### src/rtl/dma_chan_ctl.sv
module dma_chan_ctl #(
  parameter int AW = 32,
  parameter int DW = 32,
  parameter int CW = 16
) (
  input  logic          clk,
  input  logic          rst_n,
  input  logic          reg_wr,
  input  logic          reg_rd,
  input  logic [1:0]    reg_addr,
  input  logic [31:0]   reg_wdata,
  output logic [31:0]   reg_rdata,
  input  logic          master_en,
  input  logic          nmi_flag,
  input  logic          dreq,
  output logic          irq,
  output logic          mem_req,
  output logic          mem_we,
  output logic [AW-1:0] mem_addr,
  output logic [DW-1:0] mem_wdata,
  input  logic [DW-1:0] mem_rdata,
  input  logic          mem_ack
);
  typedef enum logic [1:0] {S_IDLE, S_RD, S_WR} st_t;
  st_t st;

  logic [AW-1:0] src, dst;
  logic [CW-1:0] cnt;
  logic [DW-1:0] hold;
  logic          run, done, ien, paced, aerr, armed, fin_rd;
  logic [1:0]    size;

  logic [AW-1:0] step;
  logic          misal, ready, launch, stop;

  assign step   = (size == 2'd0) ? AW'(1) : (size == 2'd1) ? AW'(2) : AW'(4);
  assign misal  = (size == 2'd0) ? 1'b0 :
                  (size == 2'd1) ? (src[0] | dst[0]) :
                  (|src[1:0]) | (|dst[1:0]);
  assign ready  = run & master_en & ~done & ~nmi_flag & ~aerr & (cnt != '0);
  assign launch = ready & (~paced | dreq);
  assign stop   = ~run | ~master_en | nmi_flag;

  assign irq       = ien & done & fin_rd;
  assign mem_req   = (st != S_IDLE);
  assign mem_we    = (st == S_WR);
  assign mem_addr  = (st == S_WR) ? dst : src;
  assign mem_wdata = hold;

  always_comb begin
    case (reg_addr)
      2'd0:    reg_rdata = 32'(src);
      2'd1:    reg_rdata = 32'(dst);
      2'd2:    reg_rdata = 32'(cnt);
      default: reg_rdata = {25'd0, size, aerr, paced, ien, done, run};
    endcase
  end

  always_ff @(posedge clk or negedge rst_n) begin
    if (!rst_n) begin
      st <= S_IDLE;
      src <= '0; dst <= '0; cnt <= '0; hold <= '0;
      run <= 1'b0; done <= 1'b0; ien <= 1'b0; paced <= 1'b0;
      aerr <= 1'b0; armed <= 1'b0; fin_rd <= 1'b0; size <= 2'd0;
    end else begin
      if (reg_rd && reg_addr == 2'd3 && done) armed <= 1'b1;
      if (reg_wr) begin
        case (reg_addr)
          2'd0: src <= reg_wdata[AW-1:0];
          2'd1: dst <= reg_wdata[AW-1:0];
          2'd2: cnt <= reg_wdata[CW-1:0];
          default: begin
            run   <= reg_wdata[0];
            ien   <= reg_wdata[2];
            paced <= reg_wdata[3];
            size  <= reg_wdata[6:5];
            if (!reg_wdata[4]) aerr <= 1'b0;
            if (!reg_wdata[1] && armed) begin
              done   <= 1'b0;
              fin_rd <= 1'b0;
            end
            armed <= 1'b0;
          end
        endcase
      end
      case (st)
        S_IDLE: if (launch) begin
          if (misal) aerr <= 1'b1;
          else begin
            st  <= S_RD;
            cnt <= cnt - 1'b1;
            if (cnt == CW'(1)) begin
              done   <= 1'b1;
              fin_rd <= 1'b0;
            end
          end
        end
        S_RD: if (stop) st <= S_IDLE;
              else if (mem_ack) begin
                hold <= mem_rdata;
                st   <= S_WR;
                if (cnt == '0) fin_rd <= 1'b1;
              end
        S_WR: if (stop) st <= S_IDLE;
              else if (mem_ack) begin
                src <= src + step;
                dst <= dst + step;
                st  <= S_IDLE;
              end
        default: st <= S_IDLE;
      endcase
    end
  end
endmodule


### config.mk
export PLATFORM = sky130hd
export DESIGN_NAME = dma_chan_ctl
export DESIGN_NICKNAME = d
export VERILOG_FILES = /design/src/rtl/dma_chan_ctl.sv
export SDC_FILE = /design/constraint.sdc
export NUM_CORES = 1
export LEC_CHECK = 0
export BUFFER_PORTS_ARGS = -buffer_cell sky130_fd_sc_hd__buf_2
export CELL_PAD_IN_SITES_DETAIL_PLACEMENT = 1
export CELL_PAD_IN_SITES_GLOBAL_PLACEMENT = 1
export CORE_UTILIZATION = 45
export DETAILED_ROUTE_END_ITERATION = 16
export PLACE_DENSITY_LB_ADDON = 0.1
export SYNTH_ARGS = -nofsm -noshare
export SYNTH_HDL_FRONTEND = slang
export SYNTH_SLANG_ARGS = --single-unit
### constraint.sdc
create_clock -name clk -period 5.1 [get_ports clk]
set_clock_uncertainty 0.15 [all_clocks]
set_input_delay 1.02 -clock clk [delete_from_list [all_inputs] [get_ports clk]]
set_output_delay 1.02 -clock clk [all_outputs]
set_load 0.02 [all_outputs]
# [Word-level counts from Yosys, hierarchy flattened]
# Index checks and enable logic that the tools add are counted.
# Widths: inputs -> output; s select.
[totals] reg_bits=123 out_inout_bits=99 wordCells=118
[classes] n_addsub=3 n_eq_ne=11 n_mux=54 bitwise=21 reduce_logical=16
[ops] cell="$mux 32" n=11
[ops] cell="$pmux 32 s3" n=1
[ops] cell="$mux 16" n=5
[ops] cell="$add 32x3->32" n=2
[ops] cell="$mux 1" n=27
[ops] cell="$eq 16x1->1 const B" n=1
[ops] cell="$logic_not 16->1" n=1
[ops] cell="$reduce_bool 16->1" n=1
[ops] cell="$sub 16x1->16 const B" n=1
[ops] cell="$mux 2" n=6
[ops] cell="$and 1x1->1" n=8
[ops] cell="$not 1->1" n=8
[ops] cell="$eq 2x1->1 const B" n=3
[ops] cell="$eq 2x2->1 const B" n=3
[ops] cell="$logic_not 2->1" n=3
[ops] cell="$mux 3" n=2
[ops] cell="$pmux 2 s3" n=1
[ops] cell="$or 1x1->1" n=5
[ops] cell="$ne 2x2->1 const B" n=2
[ops] cell="$reduce_and 4->1" n=1
[ops] cell="$reduce_or 2->1" n=2
[ops] cell="$logic_and 1x1->1" n=3
[ops] cell="$ne 3x1->1 const B" n=1
[ops] cell="$ne 3x3->1 const B" n=1
[ops] cell="other kinds (6)" n=6

# [Depth between registers and ports, before layout]
# Gate-level depths: netlist of run 1.
[logic_depth] ltp_word=9 ltp_mapped=10 depth_no_buf=8

# [Worst setup path before layout of run 1]
# Ideal clock, no wire load.
[synth_timing] path_type="input to output" from="in reg_addr[1]" to="out reg_rdata[10]" arrival_ps=2259 t_required_ps=3930 setup_slack_ps=1671 stages=4 n_path_buf=2 path_cell_list="buf_2 -> buf_1 -> mux2i_1 -> o21ai_0"
[synth_between] elab_chain_len=2 elab_cells_between_ends=4
[synth_lines] element="start, declared" line_no="10" rtl="input logic [1:0] reg_addr,"
[synth_lines] element="$eq 2x2->1 (tied with other cells)" line_no="51" rtl="case (reg_addr)"
[synth_lines] element="$pmux 32 s3 (*)" line_no="51"
[synth_lines] element="end, declared" line_no="12" rtl="output logic [31:0] reg_rdata,"
# Mark *: on every way between the ends. The rest lies on a longest branch, timed or not.

# [Worst setup path in the final report of run 1]
[layout_timing] from="in reg_addr[1]" to="out reg_rdata[7]"
# The elaborated chain is that of the path after synthesis.

==> results_dict.tcl, run 1 <==
set metrics [dict create \
    clock_latency_ns 0.43 \
    synth_area_leaders "dfrtp_1, mux2_2, mux2_1, mux2i_1, nor2_1" \
    yosys_most_used_dff "dfrtp_1" \
    maxCapViolCount 0 \
    cts_max_level 4 \
    clock_sinks 123 \
    hold_viol 0 \
    vias 7978 \
    dieArea_um2 18200 \
    yosysTopAreaCell "dfrtp_1" \
    cp-start-kind "input pin" \
    drc 0 \
    syn_to_final_growth_pct 20.5 \
    die_h_um 135 \
    clockRootBuffer "clkbuf_16" \
    syn-instance-count 866 \
    synth-warning-count 0 \
    syn_area_um2 7950 \
    required_ns 3.93 \
    clock_path_buffers 2 \
    run_status "finished, final reports clean" \
    dr.first_iter.drc_count 589 \
    cellPowerDensity_nw_per_um2 382 \
    nNetsFinal 1087 \
    worst_pin_slew_ns 1.08 \
    crit_chain "buf_2, nor2b_1, nand2_1, o21ai_0, buf_2" \
    ys_seq_area_frac 0.387 \
    avgViaCountPerCell 6.40 \
    rows 48 \
    slew_viol_final 0 \
    finalSetupViolations 0 \
    ant_nets 0 \
    fmax_ghz 0.263 \
    rsz0062_at_grt "false" \
    grt_max_degree 67 \
    core-area_um2 17300 \
    yosys_register_bits 123 \
    initial_core_util 0.459 \
    hold_path_class "flop to flop" \
    synth_cell_types 70 \
    drt-pass1-iter-count 5 \
    cts_tree "built" \
    hpwl_mm 21.1 \
    fin_util 0.553 \
    n_antenna_cell 0 \
    clk_pin_slew_ns 0.06 \
    grt_pass1_wl_mm 47.1 \
    arrival_ns 2.64 \
    fin_setup_tns_ns 0 \
    cpMostUsedCell "buf_2" \
    overflow 0 \
    drt-total-wl_mm 29.8 \
    routedWlPerCell_um 23.9 \
    postCtsSetupBuffers 0 \
    drive_gt1_frac 0.278 \
    synth_edf_count 0 \
    post_cts_resized 0 \
    path_class "input pin to output pin" \
    power.ir.vdd_worst_mv 0.248 \
    grt_pass1_vias 8090 \
    portBuffers 172 \
    antenna_found_initial 0 \
    period_share 0.746 \
    place_congestion 0.849 \
    synth_top_cell_area_share 0.387 \
    relSlewSlack 0.283 \
    post-route-min-period_ns 3.81 \
    ctsHoldBuffers 0 \
    die_x_um 135 \
    numCtsBuffers 17 \
    avgSynthCellArea_um2 9.18 \
    worst-path-max-fanout 40 \
    crit_slowest_cell "buf_2" \
    grtUsageTotal 0.341 \
    power.leakage_nw 4.27 \
    cpPeakStageDelay_ns 0.76 \
    syn_nets 945 \
    async_flop_share 1.00 \
    io_pins 173 \
    worst_setup_path_end_kind "output pin" \
]
## stage by stage
stage | power (mW) | cell area (um2) | hold slack [ns] | cells | worst slack (ns)
5_1_grt | 3.80 | 9570 | 0.353 | 1246 | 1.15
4_1_cts | 3.66 | 9570 | 0.335 | 1246 | 1.31
2_1_floorplan | 1.96 | 7950 | 0.338 | 866 | 1.67
3_3_place_gp | 2.33 | 8960 | 0.313 | 1214 | 1.36
3_5_place_dp | 2.36 | 8960 | 0.321 | 1214 | 1.21
6_report | 3.66 | 9570 | 0.332 | 1246 | 1.29
## synth_stat cells (all sizes together) (4+ instances only)
library cell  instances
nor4                 19
and2                  6
mux2                 71
nor2                 88
clkbuf               34
nor2b                 4
nand3b                4
or2                   6
or4                   4
mux4                  7
nor3                 24
a31oi                11
a211oi               30
o41ai                 6
ha                    5
nand4                17
o22ai                 9
and4                  8
nand2                77
nand3                44
a21oi                36
a311oi               11
buf                  30
mux2i                33
o221a                14
o21ai                44
dfrtp               123
or3                   8
o311ai                5
inv                  12
o31ai                 5
o21a                  6
and3                 27
## worst paths after layout
check | from | end | slack, ns | depth (start not counted)
max | reg_addr[1] | reg_rdata[7] | 1.29 | 5
min | mem_wdata[28] | mem_wdata[28] | 0.33 | 1
max reg2reg | size[1] | dst[16] | 2.03 | 7
min reg2reg | mem_wdata[28] | mem_wdata[28] | 0.33 | 1
max in group asynchronous | rst_n | src[21] | 3.40 | 2
min in group asynchronous | rst_n | mem_wdata[16] | 0.52 | 1
## where the power goes
group / switching, mW / leakage, nW / internal, mW
Combinational: 0.584 / 2.47 / 0.373
Sequential: 0.279 / 1.50 / 1.13
Clock: 0.534 / 0.298 / 0.756
## final cells by class
type	instances	area [um2]
fillers	2040	7720
multi-input cells	667	4560
flip-flops and latches	123	3080
repair buffers	187	988
clock buffers	18	439
well taps	225	282
clock inverters	14	175
inverters	12	45.0
## critical path, delay by kind of cell
| family | cells | cell delay, ns |
|---|---|---|
| buffers and inverters | 2 | 0.95 |
| AND/OR/NAND/NOR | 2 | 0.55 |
| AO/OA/AOI/OAI | 1 | 0.09 |
## per-layer routing
layer | part of all wire | wire length, um | vias up | GRT usage
met1 | 0.43 | 12700 | 4025 | 0.449
met4 | 0.031 | 913 | 0 | 0.133
li1 | - | - | 3563 | -
met3 | 0.068 | 2020 | 56 | 0.0642
met5 | 0 | 0 | - | 0
met2 | 0.48 | 14200 | 334 | 0.553
## placed cells by master (no fill, tap or decap), drive strengths merged, types with 17 or more instances in the layout
cell    netlist  layout
buf          30     187
clkbuf       34      18
o21ai        44      44
and3         27      27
nand2        77      77
a211oi       30      30
nand4        17      17
mux2i        33      33
inv          12      21
a21oi        36      36
nor2         88      88
nor4         19      19
dfrtp       123     123
mux2         71      71
nand3        44      44
nor3         24      24
## sequential cells by signal, indices dropped and copies added, names as in the netlist, 2 cells and up
name	flops
cnt	16
dst	32
mem_wdata	32
size	2
src	32
st	2
## kinds of logic (layout without fill, tap and decap cells)
family / after synthesis / count (layout) / synth area share
simple gates: 349 / 349 / 0.224
compound gates: 199 / 199 / 0.175
buf+inv: 76 / 231 / 0.0403
mux: 111 / 111 / 0.162
fa+ha+maj: 5 / 5 / 0.00787
flops: 123 / 123 / 0.387
xor+xnor: 3 / 3 / 0.00331
Note: power is estimated with default switching activity, not from simulation.
==> run 2: changes to the inputs <==
Settings changed: CORE_UTILIZATION 45 to 42.
Clock period 5.1 ns to 3.75 ns, I/O delays scaled along.
==> run 2 against run 1 <==
Net effect:
- non-clock buffer count increased by 18
- final cell count increased by 1.8%
- total power increased by 33%
- sequential power increased by 35%
- final area increased by 1.1%
- hold slack got worse by 0.032 ns
- setup slack got worse by 0.66 ns
- sequential cell count unchanged
- via count increased by 1.1%
- largest cell class unchanged
==> results_dict.tcl, run 2 (synthesis results as in run 1) <==
set metrics [dict create \
    run_status "finished, final reports clean" \
    drt-total-wl_mm 29.7 \
    rsz0062_at_grt "false" \
    vias 8063 \
    hpwl_mm 21.6 \
    fin_setup_tns_ns 0 \
    internal-power_mw 2.95 \
    post-route-min-period_ns 3.12 \
    power.leakage_nw 4.34 \
    crit_slowest_cell "nor2b_4" \
    nNetsFinal 1105 \
    numCtsBuffers 17 \
    n_antenna_cell 0 \
    postCtsSetupBuffers 0 \
    mostFrequentLayoutCells "buf_2, dfrtp_1, nor2_1" \
    comb_power_share 0.268 \
    io_pins 173 \
    maxCapViolCount 0 \
    die_x_um 140 \
    path_class "flop to output pin" \
    post_cts_resized 0 \
    dieArea_um2 19500 \
    initial_core_util 0.435 \
    clk_pin_slew_ns 0.06 \
    avgViaCountPerCell 6.36 \
    grt_pass1_wl_mm 46.6 \
    ctsHoldBuffers 0 \
    cp-start-kind "flop" \
    swShare 0.393 \
    overflow 0 \
    drt-pass1-iter-count 5 \
    cts_tree "built" \
    worst-path-max-fanout 24 \
    portBuffers 172 \
    seq_power_share 0.394 \
    fmax_ghz 0.321 \
    hold_viol 0 \
    clock_path_buffers 2 \
    clockPowerShare 0.337 \
    clock_latency_ns 0.43 \
    cpPeakStageDelay_ns 0.53 \
    rows 49 \
    hold_path_class "input pin to asynchronous set/reset pin" \
    cellPowerDensity_nw_per_um2 502 \
    place_congestion 0.917 \
    required_ns 2.85 \
    arrival_ns 2.22 \
    final_common_cell "buf_2" \
    slew_viol_final 0 \
    antenna_found_initial 0 \
    core-area_um2 18300 \
    drive_gt1_frac 0.291 \
    p_sw_mw 1.91 \
    finalSetupViolations 0 \
    routedWlPerCell_um 23.4 \
    grt_max_degree 66 \
    worst_pin_slew_ns 1.31 \
    clockRootBuffer "clkbuf_16" \
    grt_pass1_vias 7970 \
    grtUsageTotal 0.312 \
    cts_max_level 4 \
    crit_chain "nor2b_4, buf_12, mux2_2, buf_2" \
    worst_setup_path_end_kind "output pin" \
    power.ir.vdd_worst_mv 0.381 \
    placed_cells 1236 \
    syn_to_final_growth_pct 21.8 \
    relSlewSlack 0.126 \
    finalPower_mw 4.85 \
    fin_cells 1268 \
    ant_nets 0 \
    dr.first_iter.drc_count 605 \
    die_h_um 140 \
    drc 0 \
    period_share 0.832 \
    clock_sinks 123 \
]
-- run 2: path summary, 6_finish.rpt --
kind,cells past startpoint,endpoint,start,slack (ns)
worst max register to register,8,dst[30],size[1],0.77
worst min-delay path,1,mem_wdata[4],rst_n,0.30
worst min register to register,1,mem_wdata[10],mem_wdata[10],0.33
max in group asynchronous,2,src[3],rst_n,2.28
worst max-delay path,4,mem_addr[19],st[0],0.63
min in group clk,1,mem_wdata[10],mem_wdata[10],0.33
-- run 2: power by group through the flow --
stage | registers, mW | logic, mW | clock network [mW]
after floorplan | 1.81 | 0.855 | 0
after global placement | 1.92 | 1.27 | 0
after detailed placement | 1.93 | 1.29 | 0
after CTS | 1.91 | 1.30 | 1.66
after global routing | 1.95 | 1.41 | 1.72
final | 1.91 | 1.30 | 1.64
-- run 2: cell type report --
type                            count  area (um2)
Multi-Input combinational cell    667        4560
Sequential cell                   123        3080
Fill cell                        2181        8590
Clock buffer                       17         425
Clock inverter                     15         144
Tap cell                          229         287
Inverter                           12        45.0
Timing Repair Buffer              205        1140
-- run 2: routing by layer --
metal	vias up	global-route usage	share of wire
met3	62	0.0564	0.069
met5	-	0	0
met1	4038	0.424	0.43
li1	3614	-	-
met2	349	0.499	0.47
met4	0	0.112	0.027
-- run 2: through the flow --
stage / util / cell area [um2] / hold WS, ns / setup slack (ns)
CTS: 0.530 / 9680 / 0.323 / 0.623
finish: 0.530 / 9680 / 0.300 / 0.630
detailed placement: 0.499 / 9110 / 0.319 / 0.503
global route: 0.530 / 9680 / 0.340 / 0.541
floorplan: - / 7950 / 0.304 / 0.861
global placement: 0.499 / 9110 / 0.312 / 0.584
-- run 2: critical path: cells and delay by family, from the launching register on --
kind          cells  cell delay [ns]
simple gates      1             0.53
flops             1             0.49
mux               1             0.35
buf+inv           2             0.42
==> run 3: changes to the inputs <==
Settings changed: ABC_AREA set to 1, CORE_UTILIZATION 42 to 36.
Clock period 3.75 ns to 2.8 ns, I/O delays scaled along.
==> run 3 against run 2 <==
Net effect:
- sequential share of layout area is 2.5 points lower
- setup slack worse by 0.41 ns
- critical path depth grew 2
- sequential power grew 28%
- global-route usage fell by 1.8 points
- non-clock buffer count fell by 8
- final cell count is 40% higher
- critical path type is now input pin to output pin
- highest routed layer unchanged
==> results_dict.tcl, run 3 <==
set metrics [dict create \
    pre_cts_slack_ns 0.281 \
    synth-warning-count 0 \
    ys_seq_area_frac 0.356 \
    clock_latency_ns 0.44 \
    hold_start "mem_rdata[18]" \
    ant_nets 0 \
    die_x_um 157 \
    r2r-start "size[1]" \
    synthXorXnorAreaFrac 0.0385 \
    dieArea_um2 24700 \
    mostFrequentLayoutCells "nand2_1, buf_2, inv_1" \
    reg2reg_slack_ns 0.40 \
    yosysTopAreaCell "dfrtp_1" \
    avgViaCountPerCell 5.30 \
    cts_tree "built" \
    required_ns 2.09 \
    arrival_ns 1.87 \
    core-area_um2 23500 \
    clock_sinks 123 \
    overflow 0 \
    antenna_found_initial 0 \
    synth_common_cells "nand2_1, inv_1, dfrtp_1, o21ai_0, nor2_1" \
    cpPeakStageDelay_ns 0.39 \
    cpMostUsedCell "buf_2" \
    post-route-min-period_ns 2.58 \
    grt_pass1_vias 9226 \
    crit_slowest_cell "o221ai_1" \
    synth_compound_area_frac 0.169 \
    syn_to_final_growth_pct 21.5 \
    place_congestion 0.926 \
    finalSetupViolations 0 \
    synth_area_leaders "dfrtp_1, nand2_1, o21ai_0, inv_1, xor2_1" \
    crit_chain "buf_2, nor2_4, inv_2, buf_4, o221ai_1, buf_2" \
    hold_path_class "input pin to flop" \
    finalPower_mw 6.91 \
    avgSynthCellArea_um2 6.73 \
    worst_pin_slew_ns 0.822 \
    fmax_ghz 0.387 \
    vias 9444 \
    yosysMostFrequentCell "nand2_1" \
    worst_setup_path_end_kind "output pin" \
    design_area_um2 10500 \
    power.ir.vdd_worst_mv 0.352 \
    io_pins 173 \
    drc 0 \
    yosys_register_bits 123 \
    drt-pass1-iter-count 5 \
    place_area_um2 9940 \
    grt_max_degree 67 \
    synth_top_cell_area_share 0.356 \
    syn_nets 1364 \
    placed_cells 1748 \
    crit_start "reg_addr[0]" \
    post_cts_resized 0 \
    syn-instance-count 1285 \
    cp-start-kind "input pin" \
    die_h_um 157 \
    rsz0062_at_grt "false" \
    n_antenna_cell 0 \
    drive_gt1_frac 0.200 \
    grt_pass1_wl_mm 54.2 \
    routedWlPerCell_um 19.8 \
    hold_viol 0 \
    final_common_cell "nand2_1" \
    syn_area_um2 8650 \
    synth_top_family_by_area "simple AND/OR/NAND/NOR gates" \
    path_class "input pin to output pin" \
    rows 56 \
    fin_setup_tns_ns 0 \
    portBuffers 172 \
    synthMuxAreaShare 0.00477 \
    setup_ws_ns 0.217 \
    cts_max_level 4 \
    synth_fa_ha_area_frac 0.00723 \
    cellPowerDensity_nw_per_um2 657 \
    numCtsBuffers 17 \
    slew_viol_final 0 \
    yosys.area_share.simple 0.323 \
    synth_edf_count 0 \
    drt-total-wl_mm 35.3 \
    power.leakage_nw 5.40 \
    grtUsageTotal 0.294 \
    initial_core_util 0.367 \
    maxCapViolCount 0 \
    worst-path-max-fanout 25 \
    relSlewSlack 0.452 \
    fin_util 0.447 \
    clock_path_buffers 2 \
    clockRootBuffer "clkbuf_16" \
    fin_cells 1781 \
    hold-worst-slack_ns 0.169 \
    synth_cell_types 47 \
    run_status "finished, final reports clean" \
    yosys_most_used_dff "dfrtp_1" \
    dr.first_iter.drc_count 622 \
    hpwl_mm 26.8 \
    clk_pin_slew_ns 0.07 \
    nNetsFinal 1528 \
    async_flop_share 1.00 \
    period_share 0.923 \
]
[run 3: cell count changes after synthesis, moves of 30 or more]
cell | previous run | this run
inv_1 | 12 | 150
mux2i_1 | 33 | 3
xor2_1 | 0 | 35
nand2_1 | 77 | 400
o21ai_0 | 35 | 120
mux2_1 | 35 | 0
o21ai_1 | 9 | 39
mux2_2 | 36 | 1
[run 3: worst paths after layout]
path,endpoint,cells past startpoint
worst max-delay path,reg_rdata[15],6
worst min-delay path,mem_wdata[18],3
worst max register to register,dst[24],15
worst min register to register,mem_wdata[27],2
max in group asynchronous,src[27],3
min in group asynchronous,src[0],2
[run 3: timing repair]
action | 4_1_cts | 5_1_grt
buffers inserted | 0 | 0
hold endpoints to repair | 43 | 0
hold buffers | 1 | 0
[run 3: cell families after synthesis]
family	count (synthesis)
DFF	123
buffers and inverters	224
adders and majority gates	5
muxes	4
and+or+nand+nor	625
xor gates and xnor gates	38
AOI/OAI and AO/OA	266
[run 3: power breakdown]
group / switching (mW) / internal [mW] / total, mW / leakage, nW
clock network: 1.06 / 1.19 / 2.24 / 0.281
logic: 1.51 / 0.709 / 2.22 / 3.60
registers: 0.378 / 2.06 / 2.44 / 1.51
total: 2.95 / 3.96 / 6.91 / 5.40
[run 3: per-layer routing]
metal	part of all wire	up-vias	global-route usage
met5	0	-	0
met4	0.019	0	0.0860
met3	0.070	37	0.0595
met2	0.44	311	0.441
met1	0.47	4594	0.423
li1	-	4502	-
[run 3: layout make-up]
class	instances	area, um2
sequential	123	3080
clock inverter	15	141
clock buffer	17	425
tap	319	399
timing repair buffer	197	1120
inverter	172	646
fill	3133	13000
multi-input combinational	938	4700
[run 3: worst max-delay path: cells and delay by family]
| family | cells | cell delay [ns] |
|---|---|---|
| and+or+nand+nor | 1 | 0.22 |
| AOI/OAI and AO/OA | 1 | 0.39 |
| buffers and inverters | 4 | 0.67 |
